--- src/rtl/sfir_pkg.sv ---
package sfir_pkg;
   // Smallest accumulator that holds TAPS signed products without overflow.
   function automatic int acc_min(input int data_w, input int coef_w, input int taps);
      return data_w + coef_w + $clog2(taps);
   endfunction
endpackage

--- src/rtl/sfir_coef_bank.sv ---
module sfir_coef_bank #(
   parameter int TAPS   = 4,
   parameter int COEF_W = 8,
   parameter int IDX_W  = 2
) (
   input  logic                         clk,
   input  logic                         rst,
   input  logic                         we,
   input  logic [IDX_W-1:0]             idx,
   input  logic [COEF_W-1:0]            din,
   output logic [TAPS-1:0][COEF_W-1:0]  coef_q
);
   logic [TAPS-1:0] stb;

   for (genvar t = 0; t < TAPS; t++) begin : g_coef
      assign stb[t] = we && (idx == IDX_W'(t));
      // Coefficients are configuration, not data: reset leaves them alone.
      always_ff @(posedge clk) begin
         if (stb[t]) coef_q[t] <= din;
      end
   end

   assert_coef_write_R5: assert property (@(posedge clk) disable iff (rst)
      we |=> coef_q[$past(idx)] == $past(din));
   assert_one_strobe_R5: assert property (@(posedge clk) disable iff (rst)
      $onehot0(stb));
endmodule

--- src/rtl/sfir_skew.sv ---
module sfir_skew #(
   parameter int DATA_W = 8,
   parameter int STAGES = 2
) (
   input  logic              clk,
   input  logic              rst,
   input  logic              adv,
   input  logic [DATA_W-1:0] d_in,
   input  logic              v_in,
   output logic [DATA_W-1:0] d_out,
   output logic              v_out
);
   logic [DATA_W-1:0] d_q [STAGES];
   logic [STAGES-1:0] v_q;

   always_ff @(posedge clk) begin
      if (rst) begin
         v_q <= '0;
         for (int i = 0; i < STAGES; i++) d_q[i] <= '0;
      end else if (adv) begin
         d_q[0] <= d_in;
         v_q[0] <= v_in;
         for (int i = 1; i < STAGES; i++) begin
            d_q[i] <= d_q[i-1];
            v_q[i] <= v_q[i-1];
         end
      end
   end

   assign d_out = d_q[STAGES-1];
   assign v_out = v_q[STAGES-1];

   assert_hold_idle_R4: assert property (@(posedge clk) disable iff (rst)
      !adv |=> $stable(d_out) && $stable(v_out));
endmodule

--- src/rtl/sfir_mac_cell.sv ---
module sfir_mac_cell #(
   parameter int DATA_W = 8,
   parameter int COEF_W = 8,
   parameter int ACC_W  = 18
) (
   input  logic                     clk,
   input  logic                     rst,
   input  logic                     adv,
   input  logic signed [COEF_W-1:0] coef,
   input  logic signed [DATA_W-1:0] smp,
   input  logic                     smp_vld,
   input  logic signed [ACC_W-1:0]  sum_in,
   input  logic                     sum_vld_in,
   output logic signed [ACC_W-1:0]  sum_out,
   output logic                     sum_vld_out
);
   localparam int PROD_W = DATA_W + COEF_W;

   logic signed [PROD_W-1:0] prod;

   always_comb prod = PROD_W'(coef) * PROD_W'(smp);

   always_ff @(posedge clk) begin
      if (rst) begin
         sum_out     <= '0;
         sum_vld_out <= 1'b0;
      end else if (adv) begin
         sum_out     <= sum_in + ACC_W'(prod);
         sum_vld_out <= sum_vld_in & smp_vld;
      end
   end

   assert_hold_idle_R4: assert property (@(posedge clk) disable iff (rst)
      !adv |=> $stable(sum_out) && $stable(sum_vld_out));
endmodule

--- src/rtl/sfir_array.sv ---
module sfir_array
   import sfir_pkg::*;
#(
   parameter int  TAPS   = 4,
   parameter int  DATA_W = 8,
   parameter int  COEF_W = 8,
   parameter int  ACC_W  = acc_min(DATA_W, COEF_W, TAPS),
   localparam int IDX_W  = $clog2(TAPS)
) (
   input  logic                     clk,
   input  logic                     rst,
   input  logic                     smp_vld,
   input  logic signed [DATA_W-1:0] smp_data,
   input  logic                     coef_we,
   input  logic [IDX_W-1:0]         coef_idx,
   input  logic signed [COEF_W-1:0] coef_din,
   output logic                     y_vld,
   output logic signed [ACC_W-1:0]  y_data
);
   localparam int SKEW = 2;

   if (TAPS < 2 || TAPS > 64) begin : g_bad_taps
      $error("sfir_array: TAPS must lie in 2..64");
   end
   if (ACC_W < acc_min(DATA_W, COEF_W, TAPS)) begin : g_bad_acc
      $error("sfir_array: ACC_W too narrow for a full-precision sum");
   end
   if (DATA_W < 2 || COEF_W < 2) begin : g_bad_width
      $error("sfir_array: operand widths must be at least 2");
   end

   logic adv, adv_q;
   logic [TAPS-1:0][COEF_W-1:0] coef_q;

   logic signed [DATA_W-1:0] smp_at  [TAPS];
   logic                     sv_at   [TAPS];
   logic signed [ACC_W-1:0]  sum_at  [TAPS+1];
   logic                     sumv_at [TAPS+1];

   // A coefficient write takes the cycle; an offered sample is dropped.
   assign adv = smp_vld & ~coef_we;

   always_ff @(posedge clk) begin
      if (rst) adv_q <= 1'b0;
      else     adv_q <= adv;
   end

   sfir_coef_bank #(.TAPS(TAPS), .COEF_W(COEF_W), .IDX_W(IDX_W)) u_coef (
      .clk(clk), .rst(rst), .we(coef_we), .idx(coef_idx), .din(coef_din),
      .coef_q(coef_q)
   );

   assign smp_at[0]  = smp_data;
   assign sv_at[0]   = 1'b1;
   assign sum_at[0]  = '0;
   assign sumv_at[0] = 1'b1;

   for (genvar k = 0; k < TAPS; k++) begin : g_tap
      sfir_mac_cell #(.DATA_W(DATA_W), .COEF_W(COEF_W), .ACC_W(ACC_W)) u_cell (
         .clk(clk), .rst(rst), .adv(adv),
         .coef(coef_q[k]),
         .smp(smp_at[k]), .smp_vld(sv_at[k]),
         .sum_in(sum_at[k]), .sum_vld_in(sumv_at[k]),
         .sum_out(sum_at[k+1]), .sum_vld_out(sumv_at[k+1])
      );
      if (k < TAPS-1) begin : g_fwd
         sfir_skew #(.DATA_W(DATA_W), .STAGES(SKEW)) u_skew (
            .clk(clk), .rst(rst), .adv(adv),
            .d_in(smp_at[k]), .v_in(sv_at[k]),
            .d_out(smp_at[k+1]), .v_out(sv_at[k+1])
         );
      end
   end

   assign y_data = sum_at[TAPS];
   assign y_vld  = sumv_at[TAPS] & adv_q;

   assert_vld_after_accept_R2: assert property (@(posedge clk) disable iff (rst)
      y_vld |-> $past(smp_vld) && !$past(coef_we));
   assert_write_blocks_R5: assert property (@(posedge clk) disable iff (rst)
      coef_we |=> !y_vld);
   assert_reset_clear_R6: assert property (@(posedge clk) disable iff (rst)
      $past(rst) |-> !y_vld && y_data == '0);
endmodule

--- config.mk ---
export PLATFORM = sky130hd
export DESIGN_NAME = sfir_array
export DESIGN_NICKNAME = d
export VERILOG_FILES = /design/src/rtl/sfir_pkg.sv /design/src/rtl/sfir_coef_bank.sv /design/src/rtl/sfir_skew.sv /design/src/rtl/sfir_mac_cell.sv /design/src/rtl/sfir_array.sv
export SDC_FILE = /design/constraint.sdc
export NUM_CORES = 1
export LEC_CHECK = 0
export ABC_AREA = 1
export BUFFER_PORTS_ARGS = -buffer_cell sky130_fd_sc_hd__buf_2
export CORE_UTILIZATION = 40
export DETAILED_ROUTE_END_ITERATION = 10
export REMOVE_ABC_BUFFERS = 1
export SLEW_MARGIN = 20
export SYNTH_ARGS = -nofsm -noshare
export SYNTH_HDL_FRONTEND = slang
export SYNTH_SLANG_ARGS = --single-unit
--- constraint.sdc ---
create_clock -name clk -period 11.6 [get_ports clk]
set_input_delay 1.16 -clock clk [delete_from_list [all_inputs] [get_ports clk]]
set_output_delay 1.16 -clock clk [all_outputs]
set_load 0.02 [all_outputs]
==> flow_summary.toml, run 1 <==
[finish]
final_common_cell = "inv_1"
syn_to_final_growth_pct = 6.72
nNetsFinal = 2582
seq_area_sq_mm = 0.00398
drive_gt1_share_pct = 5.16
layout_common_cells = "566 x inv_1, 512 x nand2_1, 291 x fa_1"
multi_input_area_sq_mm = 0.0116
fillCellCount = 4353
antenna_cells = 0

[worst_setup_path]
cp_max_fo = 9
worstSetupEndpointType = "flip-flop"
r2r_slack_ns = 6.74
cp_top_family = "adder cells"
worstSetupPathDepth = 15
r2r_cells = 15
slowest_delay_ns = 0.60
timing.critical_path.buf_inv = 1
cp-endpoint = "g_tap[1].u_cell.sum_out[16]"
critical_path.slowest_cell = "edfxtp_1"
reg2reg_to = "g_tap[1].u_cell.sum_out[16]"
start_kind = "flip-flop"
worstSetupPathType = "flip-flop to flip-flop"
crit_start = "g_tap[0].g_fwd.u_skew.d_q[0][8]"
cp_data_arrival_time_ns = 5.19
critPathRequiredTime_ns = 11.93
path_common_cell = "fa_1"
worstPathCellList = "nand2_1, inv_1, fa_1, fa_1, fa_1, fa_1, ha_1, ha_1, nand2_1, a21oi_1, o21ai_0, nand3_1, nand3_1, nand3_1, nand2_1"
reg2reg_from = "g_tap[0].g_fwd.u_skew.d_q[0][8]"

[floorplanning]
initial_core_util_pct = 40.7
rows = 77
chipHeight_um = 215
die_area_sq_mm = 0.0460
core-area_sq_mm = 0.0444
ios = 41
die_w_um = 215

[routing]
drtIter0Drc = 552
num_vias = 12567
vias_per_cell = 4.62
drc = 0
drt-wirelength-per-cell_um = 13.0
dr.pass1.iters = 5
ant_nets = 0
totalWireLength_um = 35400

[grt]
grtUsageTotal_pct = 16.9
grt_start_max_net_pins = 63
grt_pass1_vias = 13761
use_met2_pct = 32.5
grt-busiest-layer = "met2"
grtUsageMet3_pct = 2.62
grt_pass1_wl_um = 63300
grt-ovfl-total = 0
grt_use_met1_pct = 19.1
antenna_found_initial = 1

[timing]
post-route-min-period_ns = 4.86
setup_viol = 0
relSlewSlack_pct = 39.8
rsz0062_at_grt = "false"
drv_slew = 0
finalSetupTns_ns = 0
worstMarginPinSlew_ns = 0.898
clock_skew_ns = 0.0102
period_share_pct = 41.9
setup_slack_ns = 6.74
max_freq_ghz = 0.206
hold_viol = 0

[clock_tree]
clk_pin_slew_worst_paths_ns = 0.07
cts_max_level = 4
ctsRootBufferMaster = "clkbuf_16"
ctsResizeCount = 0
cts-buffers-inserted = 17
post_cts_buffers = 0
cts.path.max_buffers = 2
cts_hold_buffers = 0
worstSkewPairLatency_ns = 0.44
cts_sinks = 159
cts_tree = "built"

[place]
place_hpwl_um = 29400
port_buffers = 40
routabilityCongestion = 0.830
preCtsSetupSlack_ns = 6.43

[run_status]
status = "completed"

[logic_synthesis]
synth_area_per_cell_sq_um = 8.47
yosysUniqueCellTypes = 39
synthesis.instances = 2133
synth-main-ff-cell = "edfxtp_1"
synth-edff-count = 80
synth_area_sq_mm = 0.0181
synth_warnings = 0
synthArstFlopShare_pct = 0
ys_seq_area_share_pct = 22.0
ys_seq_elements = 159

[hold_path]
hold_class = "flip-flop to flip-flop"

[pwr]
p_per_area_mw_per_mm2 = 193
p_leak_uw = 0.0108
ir_worst_vdd_v = 0.000116

[run]
drv_cap = 0
-- power breakdown --
group          switching (uW)  total, uW  internal [uW]
registers                71.0        744            673
logic                    1470       2410            947
clock network             247        557            311
total                    1790       3720           1930
-- worst min path at each step --
stage                            startpoint                            to  slack, ns  depth (start not counted)
6_report        g_tap[3].u_cell.sum_out[17]   g_tap[3].u_cell.sum_out[17]       0.46                          2
5_1_grt         g_tap[3].u_cell.sum_out[12]   g_tap[3].u_cell.sum_out[12]       0.48                          2
4_1_cts         g_tap[3].u_cell.sum_out[14]   g_tap[3].u_cell.sum_out[14]       0.46                          2
3_5_place_dp    g_tap[3].u_cell.sum_out[14]   g_tap[3].u_cell.sum_out[14]       0.44                          2
3_3_place_gp    g_tap[3].u_cell.sum_out[14]   g_tap[3].u_cell.sum_out[14]       0.44                          2
2_1_floorplan  g_tap[0].g_fwd.u_skew.v_q[1]  g_tap[0].g_fwd.u_skew.v_q[1]       0.43                          2
-- sequential cells by signal, summed over array words and instances (netlist names) --
register / flops
g_tap.u_cell.sum_out: 69
g_tap.g_fwd.u_skew.v_q: 6
g_tap.g_fwd.u_skew.d_q: 48
u_coef.coef_q: 32
g_tap.u_cell.sum_vld_out: 3
adv_q: 1
-- cells in the mapped netlist (all sizes together), types with 4 or more instances --
cell type	n	area, sq um
a21oi	40	204
nand2	518	1960
fa	291	5830
o21ai	65	340
o21bai	5	37.5
o22ai	7	43.8
nor3	7	45.0
nor2	129	513
edfxtp	80	2400
or2	5	31.3
ha	152	1900
a22o	10	87.6
xor2	5	43.8
clkbuf	62	233
clkinv	4	15.0
dfxtp	79	1580
nand3b	6	45.0
xnor2	11	96.3
nand3	57	338
buf	19	109
inv	571	2140
-- routing by layer --
layer / up-vias / wire length (um)
met1: 6165 / 14900
met4: 0 / 544
met2: 144 / 19000
met5: - / 0
met3: 39 / 963
li1: 6219 / -
-- through the flow --
step / hold slack [ns] / total power, uW / area [sq um] / utilization [%] / std cells
after floorplan: 0.429 / 2670 / 17700 / - / 2052
after detailed placement: 0.440 / 3180 / 18700 / 42.2 / 2690
after global routing: 0.475 / 4200 / 19300 / 43.4 / 2722
after global placement: 0.437 / 3140 / 18700 / 42.2 / 2690
after CTS: 0.456 / 3770 / 19300 / 43.4 / 2722
final: 0.455 / 3720 / 19300 / 43.4 / 2722
-- worst reg2reg max path: stages (launching register included) --
cell and delay, ns:
edfxtp_1 0.60, nand2_1 0.28, inv_1 0.40, fa_1 0.52, fa_1 0.51, fa_1 0.57, fa_1 0.41, ha_1 0.29
ha_1 0.38, nand2_1 0.11, a21oi_1 0.19, o21ai_0 0.11, nand3_1 0.16, nand3_1 0.09, nand3_1 0.09, nand2_1 0.06
-- cell type report --
cell class / instances / area share (%)
flip-flops and latches: 159 / 20.7
multi-input cells: 1318 / 60.1
well taps: 592 / 3.84
inverters: 575 / 11.2
clock inverters: 11 / 0.538
repair buffers: 46 / 1.27
clock buffers: 21 / 2.39
-- logic make-up (layout without fill, tap and decap cells) --
logic type | Yosys count | after routing | share of synthesized area (%)
flops | 159 | 159 | 22.0
xor+xnor | 16 | 16 | 0.775
simple gates | 723 | 723 | 16.3
fa+ha+maj | 443 | 443 | 42.8
buf+inv | 656 | 653 | 13.8
compound gates | 136 | 136 | 4.35
Power figures use the tool's default switching activity.
==> run 2, diff against run 1 <==
==> constraint.sdc (replaced) <==
create_clock -name clk -period 4.01 [get_ports clk]
set_input_delay 0.401 -clock clk [delete_from_list [all_inputs] [get_ports clk]]
set_output_delay 0.401 -clock clk [all_outputs]
set_load 0.02 [all_outputs]
==> flow_summary.toml, run 2 (same netlist as run 1, synthesis figures left out) <==
[timing]
setup_viol = 32
setup_slack_ns = -0.409
hold_viol = 0
post-route-min-period_ns = 4.42
rsz0062_at_grt = "true"
max_freq_ghz = 0.226
relSlewSlack_pct = 39.5
period_share_pct = 110
worstMarginPinSlew_ns = 0.903
finalSetupTns_ns = -7.97
drv_slew = 0
clock_skew_ns = 0.0140

[finish]
final_util_pct = 51.7
fillCellCount = 4012
antenna_cells = 0
nNetsFinal = 2823
layout_common_cells = "533 x inv_1, 448 x nand2_1, 276 x fa_1"
multi_input_area_sq_mm = 0.0133
syn_to_final_growth_pct = 26.9
final_cell_count_no_fill = 2963
final_common_cell = "inv_1"
reg.largest.list = "g_tap.u_cell.sum_out (69), g_tap.g_fwd.u_skew.d_q (48), u_coef.coef_q (32)"
drive_gt1_share_pct = 25.9
largest_reg_flops = 69
seq_area_sq_mm = 0.00398
top_register = "g_tap.u_cell.sum_out"

[place]
dp.cells = 2873
port_buffers = 40
routabilityCongestion = 0.869
preCtsSetupSlack_ns = -0.587
place_hpwl_um = 31600

[worst_setup_path]
worstSetupEndpointType = "flip-flop"
reg2reg_to = "g_tap[3].u_cell.sum_out[17]"
reg2reg_from = "u_coef.coef_q[31]"
r2r_slack_ns = -0.41
start_kind = "flip-flop"
critPathRequiredTime_ns = 4.35
cp_data_arrival_time_ns = 4.76
worstSetupPathType = "flip-flop to flip-flop"
cp_max_fo = 3
r2r_cells = 19

[floorplanning]
initial_core_util_pct = 40.7
ios = 41
die_w_um = 215
rows = 77
core-area_sq_mm = 0.0444
chipHeight_um = 215
die_area_sq_mm = 0.0460

[hold_path]
min_from = "coef_din[1]"
hold_path_depth = 1
hold_class = "primary input to flip-flop"
hold_end = "u_coef.coef_q[1]"

[routing]
drt-wirelength-per-cell_um = 14.0
drc = 0
num_vias = 13799
drtIter0Drc = 608
vias_per_cell = 4.66
ant_nets = 0
dr.pass1.iters = 5
totalWireLength_um = 41500

[clock_tree]
clk_pin_slew_worst_paths_ns = 0.07
cts_sinks = 159
cts.path.max_buffers = 2
ctsRootBufferMaster = "clkbuf_16"
cts_max_level = 4
worstSkewPairLatency_ns = 0.45
cts-buffers-inserted = 17
cts_tree = "built"

[run_status]
violations = "negative setup slack"
status = "complete, but fails checks"

[grt]
grt_pass1_vias = 15087
grtUsageTotal_pct = 19.0
use_met2_pct = 36.4
grt-busiest-layer = "met2"
grt_use_met1_pct = 21.6
grt-ovfl-total = 0
grtUsageMet3_pct = 2.75
grt_start_max_net_pins = 62
antenna_found_initial = 0
grt_pass1_wl_um = 71000

[pwr]
p_switching_uw = 7300
ir_worst_vdd_v = 0.000543
combPwrFrac_pct = 77.5
p_sw_share_pct = 44.9
clkPwrFrac_pct = 9.5
internal_power_uw = 8970
finalPower_uw = 16300
seqPwrFrac_pct = 13.0
p_per_area_mw_per_mm2 = 709
p_leak_uw = 0.0121

[run]
drv_cap = 0
## run 2: cell count changes in the layout (fill, tap and decap cells not counted), sizes merged
cell / previous run / this run
clkbuf: 21 / 17
buf: 46 / 286
clkinvlp: 1 / 4
inv: 577 / 571
clkinv: 7 / 15
## run 2: area by class of cell
cell class	instances	area share, %
Clock buffer	17	1.85
Timing Repair inverter	1	0.0327
Clock inverter	15	0.529
Inverter	575	9.47
Timing Repair Buffer	286	9.74
Sequential cell	159	17.4
Multi-Input combinational cell	1318	57.8
Tap cell	592	3.23
## run 2: metal layers
metal  wire [um]  vias up
met3        1050       78
met5           0        -
met4        1060        0
li1            -     6699
met1       16800     6828
met2       22600      194
## run 2: critical path, stage by stage (launching register included)
cell	delay, ns
edfxtp_1	0.43
nand2_2	0.09
buf_6	0.12
fa_1	0.55
inv_2	0.04
fa_1	0.49
fa_1	0.57
fa_1	0.42
fa_1	0.54
ha_4	0.24
nand2_4	0.10
inv_2	0.05
nand2_2	0.06
nand2_2	0.06
nor2_4	0.15
nor2_1	0.07
nor2_2	0.14
nand3_2	0.08
nand3_2	0.06
nand2_1	0.05
## run 2: timing repair
item / 4_1_cts / 5_1_grt
gates cloned: 1 / 0
hold endpoints to repair: 0 / 0
pin swaps: 101 / 106
gates resized for setup: 197 / 175
hold buffers: 0 / 0
buffers inserted: 35 / 25
setup endpoints to repair: 34 / 43
## run 2: per-stage QoR
stage | hold WS [ns] | instance area (sq um)
final | 0.210 | 22900
after global placement | 0.438 | 20100
after floorplan | 0.429 | 17700
after global routing | 0.205 | 22900
after detailed placement | 0.438 | 20100
after CTS | 0.195 | 22000
## run 2: power by group through the flow
| stage | Sequential, uW | Combinational (uW) | Clock, uW |
|---|---|---|---|
| after floorplan | 2180 | 5530 | 0 |
| after global placement | 2150 | 8330 | 0 |
| after detailed placement | 2160 | 8480 | 0 |
| after CTS | 2120 | 11000 | 1580 |
| after global routing | 2150 | 14000 | 1640 |
| final | 2120 | 12600 | 1540 |
## run 2: worst max-delay path by stage
stage	from	to	slack [ns]	cells after the start
final	u_coef.coef_q[31]	g_tap[3].u_cell.sum_out[17]	-0.41	19
after global routing	u_coef.coef_q[31]	g_tap[3].u_cell.sum_out[13]	-0.58	18
after CTS	u_coef.coef_q[31]	g_tap[3].u_cell.sum_out[17]	-0.40	18
after detailed placement	g_tap[2].g_fwd.u_skew.d_q[0][9]	g_tap[3].u_cell.sum_out[17]	-0.59	18
after global placement	g_tap[2].g_fwd.u_skew.d_q[0][9]	g_tap[3].u_cell.sum_out[17]	-0.56	16
after floorplan	g_tap[2].g_fwd.u_skew.d_q[0][8]	g_tap[3].u_cell.sum_out[17]	-0.32	17
==> run 3, diff against run 2 <==
--- a/config.mk
+++ b/config.mk
@@ -14,3 +14,4 @@
 export SYNTH_ARGS = -nofsm -noshare
 export SYNTH_HDL_FRONTEND = slang
 export SYNTH_SLANG_ARGS = --single-unit
+export TNS_END_PERCENT = 10
==> flow_summary.toml, run 3 (same netlist as run 1, synthesis figures left out) <==
[run_status]
status = "complete, but fails checks"
violations = "negative setup slack"

[timing]
worstMarginPinSlew_ns = 0.919
rsz0062_at_grt = "true"
hold_viol = 0
max_freq_ghz = 0.227
hold_ws_ns = 0.210
relSlewSlack_pct = 38.4
finalSetupTns_ns = -6.99
post-route-min-period_ns = 4.40
setup_viol = 32
drv_slew = 0
period_share_pct = 110
setup_slack_ns = -0.390
clock_skew_ns = 0.0123

[routing]
ant_nets = 0
num_vias = 13563
drtIter0Drc = 586
drt-wirelength-per-cell_um = 13.5
drc = 0
vias_per_cell = 4.61
totalWireLength_um = 39700
dr.pass1.iters = 7

[worst_setup_path]
start_kind = "flip-flop"
worstSetupPathDepth = 21
reg2reg_from = "u_coef.coef_q[31]"
crit_start = "u_coef.coef_q[31]"
worstPathCellList = "buf_6, buf_6, nand2_2, fa_2, buf_4, fa_1, inv_1, fa_2, fa_1, ha_4, ha_4, nand2_1, inv_1, nand2_1, nand2_1, nand2_1, nand3_1, nor2_2, nand3_2, nand3_2, nand2_1"
path_common_cell = "nand2_1"
timing.critical_path.buf_inv = 5
critical_path.slowest_cell = "fa_2"
slowest_delay_ns = 0.57
worstSetupPathType = "flip-flop to flip-flop"
cp_max_fo = 5
r2r_slack_ns = -0.39
cp-endpoint = "g_tap[3].u_cell.sum_out[17]"
cp_data_arrival_time_ns = 4.74
reg2reg_to = "g_tap[3].u_cell.sum_out[17]"
r2r_cells = 21
critPathRequiredTime_ns = 4.35
worstSetupEndpointType = "flip-flop"
cp_top_family = "adder cells"

[finish]
drive_gt1_share_pct = 20.2
reg.largest.list = "g_tap.u_cell.sum_out (69), g_tap.g_fwd.u_skew.d_q (48), u_coef.coef_q (32)"
final_cell_count_no_fill = 2943
nNetsFinal = 2802
syn_to_final_growth_pct = 21.5
largest_reg_flops = 69
layout_common_cells = "556 x inv_1, 485 x nand2_1, 278 x fa_1"
final_common_cell = "inv_1"
top_register = "g_tap.u_cell.sum_out"

[pwr]
p_per_area_mw_per_mm2 = 653
ir_worst_vdd_v = 0.000557
p_leak_uw = 0.0118

[grt]
antenna_found_initial = 1
grt_start_max_net_pins = 62
grt_pass1_vias = 14841
grt_pass1_wl_um = 69000
grt-ovfl-total = 0
grtUsageTotal_pct = 18.5

[place]
dp.cells = 2873
port_buffers = 40
routabilityCongestion = 0.869
place_hpwl_um = 31600

[clock_tree]
cts_sinks = 159
cts_tree = "built"
worstSkewPairLatency_ns = 0.45
cts.path.max_buffers = 2
cts_max_level = 4
clk_pin_slew_worst_paths_ns = 0.07
cts-buffers-inserted = 17
ctsRootBufferMaster = "clkbuf_16"

[hold_path]
hold_class = "primary input to flip-flop"

[floorplanning]
rows = 77
core-area_sq_mm = 0.0444
initial_core_util_pct = 40.7
ios = 41
die_area_sq_mm = 0.0460
die_w_um = 215
chipHeight_um = 215

[run]
drv_cap = 0
run 3: what timing repair did:
action / in CTS / in global routing
resized for setup: 93 / 85
pin swaps: 50 / 37
hold buffers: 0 / 0
gates cloned: 1 / 0
setup endpoints to repair: 34 / 44
setup buffers: 21 / 15
run 3: layout make-up:
class / count / area [sq um]
Antenna cell: 1 / 2.50
Clock buffer: 17 / 425
Multi-Input combinational cell: 1318 / 12500
Tap cell: 592 / 741
Clock inverter: 15 / 121
Timing Repair Buffer: 265 / 1980
Sequential cell: 159 / 3980
Inverter: 575 / 2170
Fill cell: 4137 / 22400
Timing Repair inverter: 1 / 7.51
run 3: routing by layer:
layer  GRT usage (%)  share of wire, %
met1            20.8                41
met2            35.1                54
met3            2.82               2.3
met4            6.21               2.4
met5               0                 0
run 3: power breakdown:
group	leakage, uW	switching (uW)	total (uW)	internal, uW
logic	0.0101	5500	10700	5190
registers	0.00145	170	2120	1950
clock network	0.000269	697	1540	847
total	0.0118	6360	14300	7980
run 3: stage by stage:
| step | instance area [sq um] | util, % | total power, uW | setup slack [ns] |
|---|---|---|---|---|
| after global placement | 20100 | 45.3 | 10500 | -0.560 |
| after global routing | 22000 | 49.5 | 15900 | -0.541 |
| after floorplan | 17700 | - | 7720 | -0.316 |
| after detailed placement | 20100 | 45.3 | 10600 | -0.587 |
| after CTS | 21300 | 48.1 | 13200 | -0.413 |
| final | 22000 | 49.5 | 14300 | -0.390 |
run 3: worst min-delay path by stage:
stage                                             from                      endpoint  slack [ns]  cells after the start
final                                      coef_din[1]              u_coef.coef_q[1]        0.21                      1
after global routing                       coef_din[1]              u_coef.coef_q[1]        0.21                      1
after CTS                                  coef_din[1]              u_coef.coef_q[1]        0.20                      1
after detailed placement   g_tap[3].u_cell.sum_out[17]   g_tap[3].u_cell.sum_out[17]        0.44                      2
after global placement      g_tap[3].u_cell.sum_out[7]    g_tap[3].u_cell.sum_out[7]        0.44                      2
after floorplan           g_tap[0].g_fwd.u_skew.v_q[1]  g_tap[0].g_fwd.u_skew.v_q[1]        0.43                      2
